$ cat src/rtl/msi_cap_pkg.sv
package msi_cap_pkg;
  localparam int CW_EN      = 0;
  localparam int CW_CAP_LSB = 1;
  localparam int CW_CNT_LSB = 4;
  localparam int CW_A64     = 7;
  localparam int CW_PVM     = 8;

  function automatic logic [31:0] be_merge(input logic [31:0] old_v,
                                           input logic [31:0] new_v,
                                           input logic [3:0]  be);
    logic [31:0] r;
    for (int b = 0; b < 4; b++) begin
      r[8*b +: 8] = be[b] ? new_v[8*b +: 8] : old_v[8*b +: 8];
    end
    return r;
  endfunction
endpackage

$ cat src/rtl/msi_ctrl_reg.sv
module msi_ctrl_reg #(
  parameter int unsigned CAP_LOG2 = 3,
  parameter bit          ADDR64   = 1'b1,
  parameter bit          PVMASK   = 1'b1
) (
  input  logic        clk,
  input  logic        rst_n,
  input  logic        wr_ctrl,
  input  logic        wr_touch,
  input  logic        be_hi,
  input  logic [7:0]  wbyte,
  output logic        en_q,
  output logic [2:0]  cnt_q,
  output logic        en_nxt,
  output logic [2:0]  cnt_nxt,
  output logic [15:0] cword
);
  import msi_cap_pkg::*;
  localparam logic [2:0] CAP3 = 3'(CAP_LOG2);

  always_comb begin
    en_nxt  = en_q;
    cnt_nxt = cnt_q;
    if (wr_ctrl && be_hi) begin
      en_nxt  = wbyte[CW_EN];
      cnt_nxt = wbyte[CW_CNT_LSB +: 3];
    end
    if (wr_touch && en_nxt && (cnt_nxt > CAP3)) begin
      cnt_nxt = CAP3;
    end
  end

  always_ff @(posedge clk or negedge rst_n) begin
    if (!rst_n) begin
      en_q  <= 1'b0;
      cnt_q <= 3'd0;
    end else if (wr_touch) begin
      en_q  <= en_nxt;
      cnt_q <= cnt_nxt;
    end
  end

  always_comb begin
    cword                     = '0;
    cword[CW_EN]              = en_q;
    cword[CW_CAP_LSB +: 3]    = CAP3;
    cword[CW_CNT_LSB +: 3]    = cnt_q;
    cword[CW_A64]             = ADDR64;
    cword[CW_PVM]             = PVMASK;
  end
endmodule

$ cat src/rtl/msi_msg_regs.sv
module msi_msg_regs #(
  parameter bit ADDR64 = 1'b1
) (
  input  logic        clk,
  input  logic        rst_n,
  input  logic        wr_lo,
  input  logic        wr_hi,
  input  logic        wr_data,
  input  logic [31:0] wdata,
  input  logic [3:0]  be,
  output logic [63:0] addr,
  output logic [15:0] data
);
  import msi_cap_pkg::*;

  logic [31:0] lo_q, lo_d;
  logic [15:0] data_q, data_d;

  always_comb begin
    lo_d   = be_merge(lo_q, wdata, be) & 32'hFFFF_FFFC;
    data_d = {be[1] ? wdata[15:8] : data_q[15:8],
              be[0] ? wdata[7:0]  : data_q[7:0]};
  end

  always_ff @(posedge clk or negedge rst_n) begin
    if (!rst_n)     lo_q <= '0;
    else if (wr_lo) lo_q <= lo_d;
  end

  always_ff @(posedge clk or negedge rst_n) begin
    if (!rst_n)       data_q <= '0;
    else if (wr_data) data_q <= data_d;
  end

  generate
    if (ADDR64) begin : g_hi
      logic [31:0] hi_q, hi_d;
      always_comb hi_d = be_merge(hi_q, wdata, be);
      always_ff @(posedge clk or negedge rst_n) begin
        if (!rst_n)     hi_q <= '0;
        else if (wr_hi) hi_q <= hi_d;
      end
      assign addr = {hi_q, lo_q};
    end else begin : g_nohi
      logic unused_hi;
      assign unused_hi = wr_hi;
      assign addr = {32'h0, lo_q};
    end
  endgenerate

  assign data = data_q;
endmodule

$ cat src/rtl/msi_vec_regs.sv
module msi_vec_regs #(
  parameter int unsigned NV     = 8,
  parameter bit          PVMASK = 1'b1
) (
  input  logic          clk,
  input  logic          rst_n,
  input  logic          wr_mask,
  input  logic [NV-1:0] wbits,
  input  logic [NV-1:0] wbit_en,
  input  logic          trim_en,
  input  logic [2:0]    cnt_nxt,
  input  logic [NV-1:0] pend_set,
  input  logic [NV-1:0] pend_clr,
  output logic [NV-1:0] mask,
  output logic [NV-1:0] pend
);
  generate
    if (PVMASK) begin : g_vec
      logic [NV-1:0] mask_q, mask_d, pend_q, pend_d, keep;
      logic          pend_upd;

      for (genvar i = 0; i < NV; i++) begin : g_bit
        assign mask_d[i] = wbit_en[i] ? wbits[i] : mask_q[i];
        assign keep[i]   = (32'(i) < (32'd1 << cnt_nxt));
      end

      always_comb begin
        pend_d = (pend_q | pend_set) & ~pend_clr;
        if (trim_en) pend_d = pend_d & keep;
        pend_upd = trim_en | (|pend_set) | (|pend_clr);
      end

      always_ff @(posedge clk or negedge rst_n) begin
        if (!rst_n)       mask_q <= '0;
        else if (wr_mask) mask_q <= mask_d;
      end

      always_ff @(posedge clk or negedge rst_n) begin
        if (!rst_n)        pend_q <= '0;
        else if (pend_upd) pend_q <= pend_d;
      end

      assign mask = mask_q;
      assign pend = pend_q;
    end else begin : g_novec
      logic unused_vec;
      assign unused_vec = ^{clk, rst_n, wr_mask, wbits, wbit_en, trim_en,
                            cnt_nxt, pend_set, pend_clr};
      assign mask = '0;
      assign pend = '0;
    end
  endgenerate
endmodule

$ cat src/rtl/msi_cap_regs.sv
module msi_cap_regs #(
  parameter int unsigned CAP_LOG2 = 3,
  parameter bit          ADDR64   = 1'b1,
  parameter bit          PVMASK   = 1'b1,
  localparam int unsigned NV      = 1 << CAP_LOG2
) (
  input  logic          clk,
  input  logic          rst_n,
  input  logic          cfg_wr,
  input  logic          cfg_rd,
  input  logic [2:0]    cfg_idx,
  input  logic [3:0]    cfg_be,
  input  logic [31:0]   cfg_wdata,
  output logic [31:0]   cfg_rdata,
  output logic          cfg_rvalid,
  input  logic [NV-1:0] pend_set,
  input  logic [NV-1:0] pend_clr,
  input  logic          intx_req,
  output logic          intx_out,
  output logic          msi_en,
  output logic [2:0]    msi_nvec_log2,
  output logic [63:0]   msi_addr,
  output logic [15:0]   msi_data,
  output logic [NV-1:0] msi_mask,
  output logic [NV-1:0] msi_pend
);
  localparam logic [2:0] IDX_DATA = ADDR64 ? 3'd3 : 3'd2;
  localparam logic [2:0] IDX_MASK = IDX_DATA + 3'd1;
  localparam logic [2:0] IDX_PEND = IDX_DATA + 3'd2;
  localparam logic [2:0] IDX_LAST = PVMASK ? IDX_PEND : IDX_DATA;

  logic          touch, en_nxt;
  logic [2:0]    cnt_nxt;
  logic [15:0]   cword;
  logic [NV-1:0] wbit_en;
  logic [31:0]   rd_d;

  assign touch = cfg_wr && (cfg_idx <= IDX_LAST);

  for (genvar i = 0; i < NV; i++) begin : g_ben
    assign wbit_en[i] = cfg_wr && (cfg_idx == IDX_MASK) && cfg_be[i/8];
  end

  msi_ctrl_reg #(.CAP_LOG2(CAP_LOG2), .ADDR64(ADDR64), .PVMASK(PVMASK)) u_ctrl (
    .clk(clk), .rst_n(rst_n),
    .wr_ctrl(cfg_wr && (cfg_idx == 3'd0)), .wr_touch(touch),
    .be_hi(cfg_be[2]), .wbyte(cfg_wdata[23:16]),
    .en_q(msi_en), .cnt_q(msi_nvec_log2),
    .en_nxt(en_nxt), .cnt_nxt(cnt_nxt), .cword(cword)
  );

  msi_msg_regs #(.ADDR64(ADDR64)) u_msg (
    .clk(clk), .rst_n(rst_n),
    .wr_lo(cfg_wr && (cfg_idx == 3'd1)),
    .wr_hi(ADDR64 && cfg_wr && (cfg_idx == 3'd2)),
    .wr_data(cfg_wr && (cfg_idx == IDX_DATA)),
    .wdata(cfg_wdata), .be(cfg_be),
    .addr(msi_addr), .data(msi_data)
  );

  msi_vec_regs #(.NV(NV), .PVMASK(PVMASK)) u_vec (
    .clk(clk), .rst_n(rst_n),
    .wr_mask(cfg_wr && (cfg_idx == IDX_MASK)),
    .wbits(cfg_wdata[NV-1:0]), .wbit_en(wbit_en),
    .trim_en(touch && en_nxt), .cnt_nxt(cnt_nxt),
    .pend_set(pend_set), .pend_clr(pend_clr),
    .mask(msi_mask), .pend(msi_pend)
  );

  always_comb begin
    rd_d = '0;
    if (cfg_idx == 3'd0)                        rd_d = {cword, 16'h0};
    else if (cfg_idx == 3'd1)                   rd_d = msi_addr[31:0];
    else if (ADDR64 && (cfg_idx == 3'd2))       rd_d = msi_addr[63:32];
    else if (cfg_idx == IDX_DATA)               rd_d = {16'h0, msi_data};
    else if (PVMASK && (cfg_idx == IDX_MASK))   rd_d = 32'(msi_mask);
    else if (PVMASK && (cfg_idx == IDX_PEND))   rd_d = 32'(msi_pend);
  end

  always_ff @(posedge clk or negedge rst_n) begin
    if (!rst_n)      cfg_rdata <= '0;
    else if (cfg_rd) cfg_rdata <= rd_d;
  end

  always_ff @(posedge clk or negedge rst_n) begin
    if (!rst_n) cfg_rvalid <= 1'b0;
    else        cfg_rvalid <= cfg_rd;
  end

  assign intx_out = intx_req & ~msi_en;
endmodule

$ cat config.mk
export PLATFORM = sky130hd
export DESIGN_NAME = msi_cap_regs
export DESIGN_NICKNAME = d
export VERILOG_FILES = /design/src/rtl/msi_cap_pkg.sv /design/src/rtl/msi_ctrl_reg.sv /design/src/rtl/msi_msg_regs.sv /design/src/rtl/msi_vec_regs.sv /design/src/rtl/msi_cap_regs.sv
export SDC_FILE = /design/constraint.sdc
export NUM_CORES = 1
export LEC_CHECK = 0
export BUFFER_PORTS_ARGS = -buffer_cell sky130_fd_sc_hd__buf_2
export CAP_MARGIN = 20
export CORE_MARGIN = 2
export CORE_UTILIZATION = 51
export DETAILED_ROUTE_END_ITERATION = 8
export PLACE_DENSITY_LB_ADDON = 0.3
export SYNTH_ARGS = -nofsm -noshare
export SYNTH_HDL_FRONTEND = slang
export SYNTH_SLANG_ARGS = --single-unit
$ cat constraint.sdc
create_clock -name clk -period 1.2 [get_ports clk]
set_input_delay 0.06 -clock clk [delete_from_list [all_inputs] [get_ports clk]]
set_output_delay 0.06 -clock clk [all_outputs]
set_load 0.03 [all_outputs]
==> impl_results.md, run 1 <==
- DRT antenna net count: 0
- DRC: 0
- Via count: ~4,900
- Largest net degree at the start of global routing: 59
- CP Launch Type: flop
- DR WL/cell: 19.27 um
- Finished Layout Cells: 882
- Synth Area in XOR/XNOR: 0%
- Fillers: 706
- Worst R2R Path Depth: 4
- Post-Synth Simple-Gate Area: 7.059%
- Synth Instances: 443
- Setup CP Type: reg -> out
- Site Rows: 39
- Reg2Reg Setup Slack: 0.02 ns
- CP max-delay cell: dfrtp_2
- Place WS: -0.1404 ns
- Most common cell after layout, fill and taps aside: buf_2
- Fraction of layout cells with a size suffix above 1: 51.90%
- RD Place Congestion: 0.8088
- Leak: about 4.3 nW
- Most frequent cells in the layout: buf_2, dfrtp_1, mux2_2
- Max Fclk: 816.8 MHz
- Final setup viols: 1
- Final period utilization: 102.0%
- Slew @ Worst Pin: 0.5178 ns
- Htree depth: 4
- Util after Layout: about three quarters
- Clock sink total: 131
- Synth Area in Compound Gates: a little under a tenth
- Synth warn: 0
- Drt pass-1 iters: 7
- Register area share after synthesis: 56.21%
- Multi-input gate area: between 2000 and 2500 um^2
- Worst hold margin: about 0.056 ns
- Main combinational cell family by area after synthesis: multiplexers
- Layout area overhead: 45.01%
- Mapped cell area: 5832 um^2
- Mapped Avg Cell Area: ~13 um^2
- Max Root-Sink Buffers: 2
- Critical path required time: 1.14 ns
- Crit path max fanout: 7
- Relative slew slack: around 65%
- DR vias/cell: around 5.6
- Final min period: 1.224 ns
- Unrepaired setup endpoints after global routing: yes
- Dpl hpwl: 11,320 um
- Post-Route WL: between 15,000 and 20,000 um
- Die area: 12,310 um^2
- Root Buffer Master: clkbuf_16
- Initial Util: 51.74%
- # IOs: around 190
- Clock slew at reported path FFs: 0.06 ns
- Clock latency on the worst-skew pair: 0.43 ns
- PortBufs: about 190
- Worst Path Arrival: 1.16 ns
- Max VDD drop: ~1.7 mV
- R2R Path Start: u_ctrl.cnt_q[1]
- Layout net count: 785
- GRT Overall Usage: 27.79%
- Initial antenna violation count: 2
- Core area: 11,270 um^2
- PD cells: about 2000 nW/um^2
- Post-synthesis register bit count: around 130
- Register area: 3279 um^2
- Post-synthesis mux area share: 23.36%
- CP Capture Type: primary output
- Synth cell types: 40
- Global-route wire length before repair: 26,830 um
- MaxCap Viol Count: 0
- Run status: finished, violations left
- Critical path origin: u_ctrl.en_q
- Slowest stage delay, CP: 0.46 ns
- Vias in the first global route: 5,116
- Dpl cells: 798
- CTS tree: done
- Failing checks: negative setup slack
- R2R Path End: u_vec.pend[6]
- Adder-cell area share of the yosys netlist: 0%
- Die span in y: about 110 um
- Remaining Overflow, GRT: 0
- Final hold violations: 0
- Cell breakdown of the critical path: nor2b_1 -> buf_4
- Final Max Slew Viols: 0
- 1st-iter DRT viols: about 290
- Layout Skew: approximately 0.0091 ns
- Inserted Clock Buffers: 17
- Final WS setup: -0.02434 ns
- Kind of path behind the tightest hold check: in -> async
- Horizontal die dimension: ~110 um
-- per-layer routing --
layer	global-route usage, %	routed length, um	up-vias
met5	0	13	-
met4	11.33	469	2
met3	8.147	1100	46
met2	45.73	8614	216
met1	34.58	6795	2501
li1	-	-	2172
-- worst max-delay path, delay by kind of cell, from the launching register on --
kind	cells	cell delay (ns)
DFF	1	0.46
buffers and inverters	1	0.16
and+or+nand+nor	1	0.12
-- cell usage after synthesis --
| cell | instances | area [um^2] |
|---|---|---|
| a21boi_0 | 4 | 30.03 |
| a21boi_1 | 1 | 7.510 |
| a21oi_1 | 17 | 85.08 |
| a221oi_1 | 6 | 52.55 |
| a22oi_1 | 10 | 75.07 |
| a31o_2 | 1 | 8.760 |
| a32o_1 | 6 | 60.06 |
| and2_4 | 1 | 8.760 |
| and2b_1 | 1 | 7.510 |
| and2b_4 | 1 | 10.01 |
| and3_1 | 1 | 6.260 |
| buf_12 | 1 | 20.02 |
| buf_2 | 6 | 30.03 |
| buf_4 | 5 | 37.54 |
| clkbuf_1 | 9 | 33.78 |
| clkinv_1 | 1 | 3.750 |
| conb_1 | 1 | 3.750 |
| dfrtp_1 | 131 | 3278 |
| inv_1 | 25 | 93.84 |
| mux2_1 | 1 | 11.26 |
| mux2_2 | 64 | 720.7 |
| mux2_4 | 32 | 480.5 |
| mux2i_1 | 15 | 150.1 |
| nand2_1 | 1 | 3.750 |
| nand2_2 | 4 | 25.02 |
| nand2_8 | 4 | 80.08 |
| nand2b_1 | 1 | 6.260 |
| nand3_1 | 6 | 30.03 |
| nand3_2 | 1 | 10.01 |
| nand4_2 | 2 | 25.02 |
| nor2_1 | 32 | 120.1 |
| nor2_2 | 1 | 6.260 |
| nor2b_1 | 4 | 25.02 |
| nor3_1 | 8 | 40.04 |
| nor3b_1 | 1 | 7.510 |
| o21ai_0 | 4 | 20.02 |
| o21ai_1 | 1 | 5.000 |
| o21bai_1 | 1 | 7.510 |
| o22a_1 | 2 | 17.52 |
| o22ai_1 | 30 | 187.7 |
-- metrics by stage --
stage,power (mW),setup TNS [ns],cell area [um^2]
final,16.55,-0.02434,8457
after global routing,17.13,-0.2167,8457
after CTS,16.54,-0.04370,8421
after detailed placement,10.73,-8.458,7241
after global placement,10.58,-4.847,7241
after floorplan,9.017,0,5839
-- timing repair --
| item | in CTS | in global routing |
|---|---|---|
| gates resized for setup | 8 | 7 |
| setup endpoints to repair | 9 | 10 |
| hold buffers | 50 | 0 |
| hold endpoints to repair | 230 | 0 |
| setup buffers | 1 | 0 |
-- state kept, by name, summed over array words and instances (netlist names) --
signal and flops:
u_msg.g_hi.hi_q 32, u_vec.mask 8, u_ctrl.en_q 1, cfg_rvalid 1, u_msg.data 16, u_vec.pend 8
cfg_rdata 32, u_ctrl.cnt_q 3, u_msg.lo_q 30
-- report_power, final --
part / internal, mW / switching (mW)
Clock: 3.64 / 1.97
Sequential: 5.28 / 0.718
Combinational: 1.93 / 3.01
-- cells by family after synthesis --
logic type / after synthesis
AND/OR/NAND/NOR: 69
buffers and inverters: 47
AO/OA/AOI/OAI: 83
other: 1
flip-flops: 131
multiplexers: 112
-- worst max-delay path by stage --
| stage | endpoint |
|---|---|
| floorplan | u_vec.pend[4] |
| global placement | u_msg.lo_q[26] |
| detailed placement | u_vec.pend[6] |
| CTS | intx_out |
| global route | intx_out |
| finish | intx_out |
-- cell type report --
class | instances | share of cell area (%)
multi-input cells | 266 | 28.10
diodes | 1 | 0.02959
repair buffers | 283 | 22.21
clock inverters | 12 | 2.101
flip-flops and latches | 131 | 38.78
clock buffers | 20 | 5.519
inverters | 26 | 1.154
well taps | 143 | 2.116
No activity file was read; power rests on OpenSTA's default activity.
==> run 2: changes to the inputs <==
--- a/config.mk
+++ b/config.mk
@@ -8,9 +8,9 @@
 export BUFFER_PORTS_ARGS = -buffer_cell sky130_fd_sc_hd__buf_2
 export CAP_MARGIN = 20
 export CORE_MARGIN = 2
-export CORE_UTILIZATION = 51
+export CORE_UTILIZATION = 46
 export DETAILED_ROUTE_END_ITERATION = 8
-export PLACE_DENSITY_LB_ADDON = 0.3
+export PLACE_DENSITY = 0.82
 export SYNTH_ARGS = -nofsm -noshare
 export SYNTH_HDL_FRONTEND = slang
 export SYNTH_SLANG_ARGS = --single-unit
==> constraint.sdc (replaced) <==
create_clock -name clk -period 1.01 [get_ports clk]
set_input_delay 0.0505 -clock clk [delete_from_list [all_inputs] [get_ports clk]]
set_output_delay 0.0505 -clock clk [all_outputs]
set_load 0.03 [all_outputs]
==> run 2 against run 1 <==
Worst setup slack worse by 0.30 ns. First-iteration DRC count is 89% higher. Sequential power is 24% higher. Sequential cell count stayed put. Clock-buffer cell count is 2 higher. The flow still finishes with violations (negative setup slack). Routed wire length is 60% higher. Design area is 27% higher. Largest cell class is now non-clock buffers. Final cell count is 17% higher. Critical path depth is 3 higher.
==> impl_results.md, run 2 (same netlist as run 1, synthesis figures left out) <==
- Vias in the first global route: approximately 6,500
- GRT Overall Usage: 38.07%
- Failing checks: negative setup slack
- Util after Layout: a little under nine tenths
- R2R Path Start: u_ctrl.cnt_q[2]
- RD Place Congestion: between 0.8 and 0.9
- CTS tree: done
- Drt pass-1 iters: 6
- Reg2Reg Setup Slack: -0.32 ns
- Inserted Clock Buffers: 17
- Htree depth: 4
- # IOs: ~190
- Root Buffer Master: clkbuf_16
- 1st-iter DRT viols: around 540
- Dpl hpwl: 12,330 um
- Worst hold margin: 0.06981 ns
- Kind of path behind the tightest hold check: in -> async
- DR vias/cell: between 5 and 6
- Crit path max fanout: 4
- Max Root-Sink Buffers: 2
- DRC: 0
- Fillers: 520
- Core area: 12,520 um^2
- Critical path required time: 1.33 ns
- Final min period: between 1 and 1.5 ns
- Leak: 5.153 nW
- Largest net degree at the start of global routing: 52
- Initial Util: 46.59%
- Most frequent cells in the layout: buf_6, buf_4, dfrtp_1
- Max VDD drop: 1.885 mV
- Max Fclk: between 700 and 800 MHz
- Final setup viols: 164
- Regs by FF count: cfg_rdata (32), u_msg.g_hi.hi_q (32), u_msg.lo_q (30)
- DRT antenna net count: 0
- Initial antenna violation count: 2
- Layout net count: between 900 and 1,000
- Post-Route WL: approximately 27,000 um
- Tot Pwr: ~24 mW
- Clock latency on the worst-skew pair: 0.44 ns
- CP Launch Type: flop
- Clock slew at reported path FFs: 0.06 ns
- Worst R2R Path Depth: 5
- MaxCap Viol Count: 0
- Post-DP Area: approximately 7600 um^2
- Most common cell after layout, fill and taps aside: buf_6
- Die span in y: roughly 120 um
- Final Cell Area: 10,780 um^2
- Remaining Overflow, GRT: 0
- Via count: 6,065
- Layout Skew: ~0.0070 ns
- Final period utilization: 132.2%
- Horizontal die dimension: 116.6 um
- PD cells: between 2000 and 2500 nW/um^2
- CP Capture Type: flop
- Final WS setup: -0.3248 ns
- Setup CP Type: reg -> reg
- R2R Path End: u_vec.pend[7]
- Final hold violations: 0
- Final Max Slew Viols: 0
- Fraction of layout cells with a size suffix above 1: 65.85%
- Clock sink total: 131
- Run status: finished, violations left
- DR WL/cell: 26.25 um
- Die area: 13,590 um^2
- PortBufs: 191
- Global-route wire length before repair: 37,350 um
- Site Rows: 41
- Unrepaired setup endpoints after global routing: yes
- Layout area overhead: 84.83%
- Worst Path Arrival: roughly 1.7 ns
run 2: changes by cell type in the layout (fill, tap and decap cells not counted), moves of 13 or more:
cell and change:
buf_2 -128, mux2_4 +13, buf_6 +174, mux2_2 -13, dfrtp_2 +32, dfrtp_1 -32, buf_4 +69
run 2: routing by layer:
layer	wire length, um	track usage [%]
met4	1952	26.04
met1	9156	38.23
met3	1768	10.69
met2	14240	68.26
met5	0	0
run 2: final cells by class:
class                      instances  area (um^2)  area share (%)
antenna                            3        7.507         0.06965
clock buffer                      22        464.2           4.306
clock inverter                    10        155.1           1.439
inverter                          26        97.59          0.9054
multi-input combinational        266         2725           25.28
sequential                       131         3319           30.80
tap                              172        215.2           1.997
timing repair buffer             403         3795           35.21
run 2: power by group:
group          internal, mW  switching [mW]
registers              6.33            1.12
logic                  5.05            4.88
clock network          4.24            2.44
total                  15.6            8.44
run 2: critical path, stage by stage (launching register included):
cell and delay [ns]:
dfrtp_2 0.46, a21oi_2 0.17, nand3_2 0.14, mux2i_4 0.22, buf_6 0.17, nor3_4 0.05
run 2: repair_timing:
item | CTS | global route
pin swaps | 8 | 15
endpoints found under the hold margin | 228 | 0
resized for setup | 315 | 67
setup endpoints to repair | 221 | 227
setup buffers | 69 | 34
hold buffers | 51 | 0
run 2: worst max path at each step:
stage          cells after the start  slack (ns)       startpoint       endpoint
2_1_floorplan                      4       -0.13  u_ctrl.cnt_q[1]  u_vec.pend[4]
3_5_place_dp                       7       -0.59       cfg_idx[0]   cfg_rdata[7]
5_1_grt                            5       -0.34  u_ctrl.cnt_q[2]  u_vec.pend[7]
3_3_place_gp                       5       -0.58       cfg_idx[0]   cfg_rdata[7]
4_1_cts                            3       -0.25      u_ctrl.en_q       intx_out
6_report                           5       -0.32  u_ctrl.cnt_q[2]  u_vec.pend[7]
run 2: through the flow:
| step | instances | setup slack, ns | setup TNS, ns |
|---|---|---|---|
| 3_3_place_gp | 846 | -0.5797 | -57.35 |
| 5_1_grt | 1032 | -0.3428 | -15.98 |
| 4_1_cts | 999 | -0.2529 | -7.965 |
| 6_report | 1033 | -0.3248 | -12.94 |
| 2_1_floorplan | 444 | -0.1309 | -5.661 |
| 3_5_place_dp | 847 | -0.5938 | -55.32 |
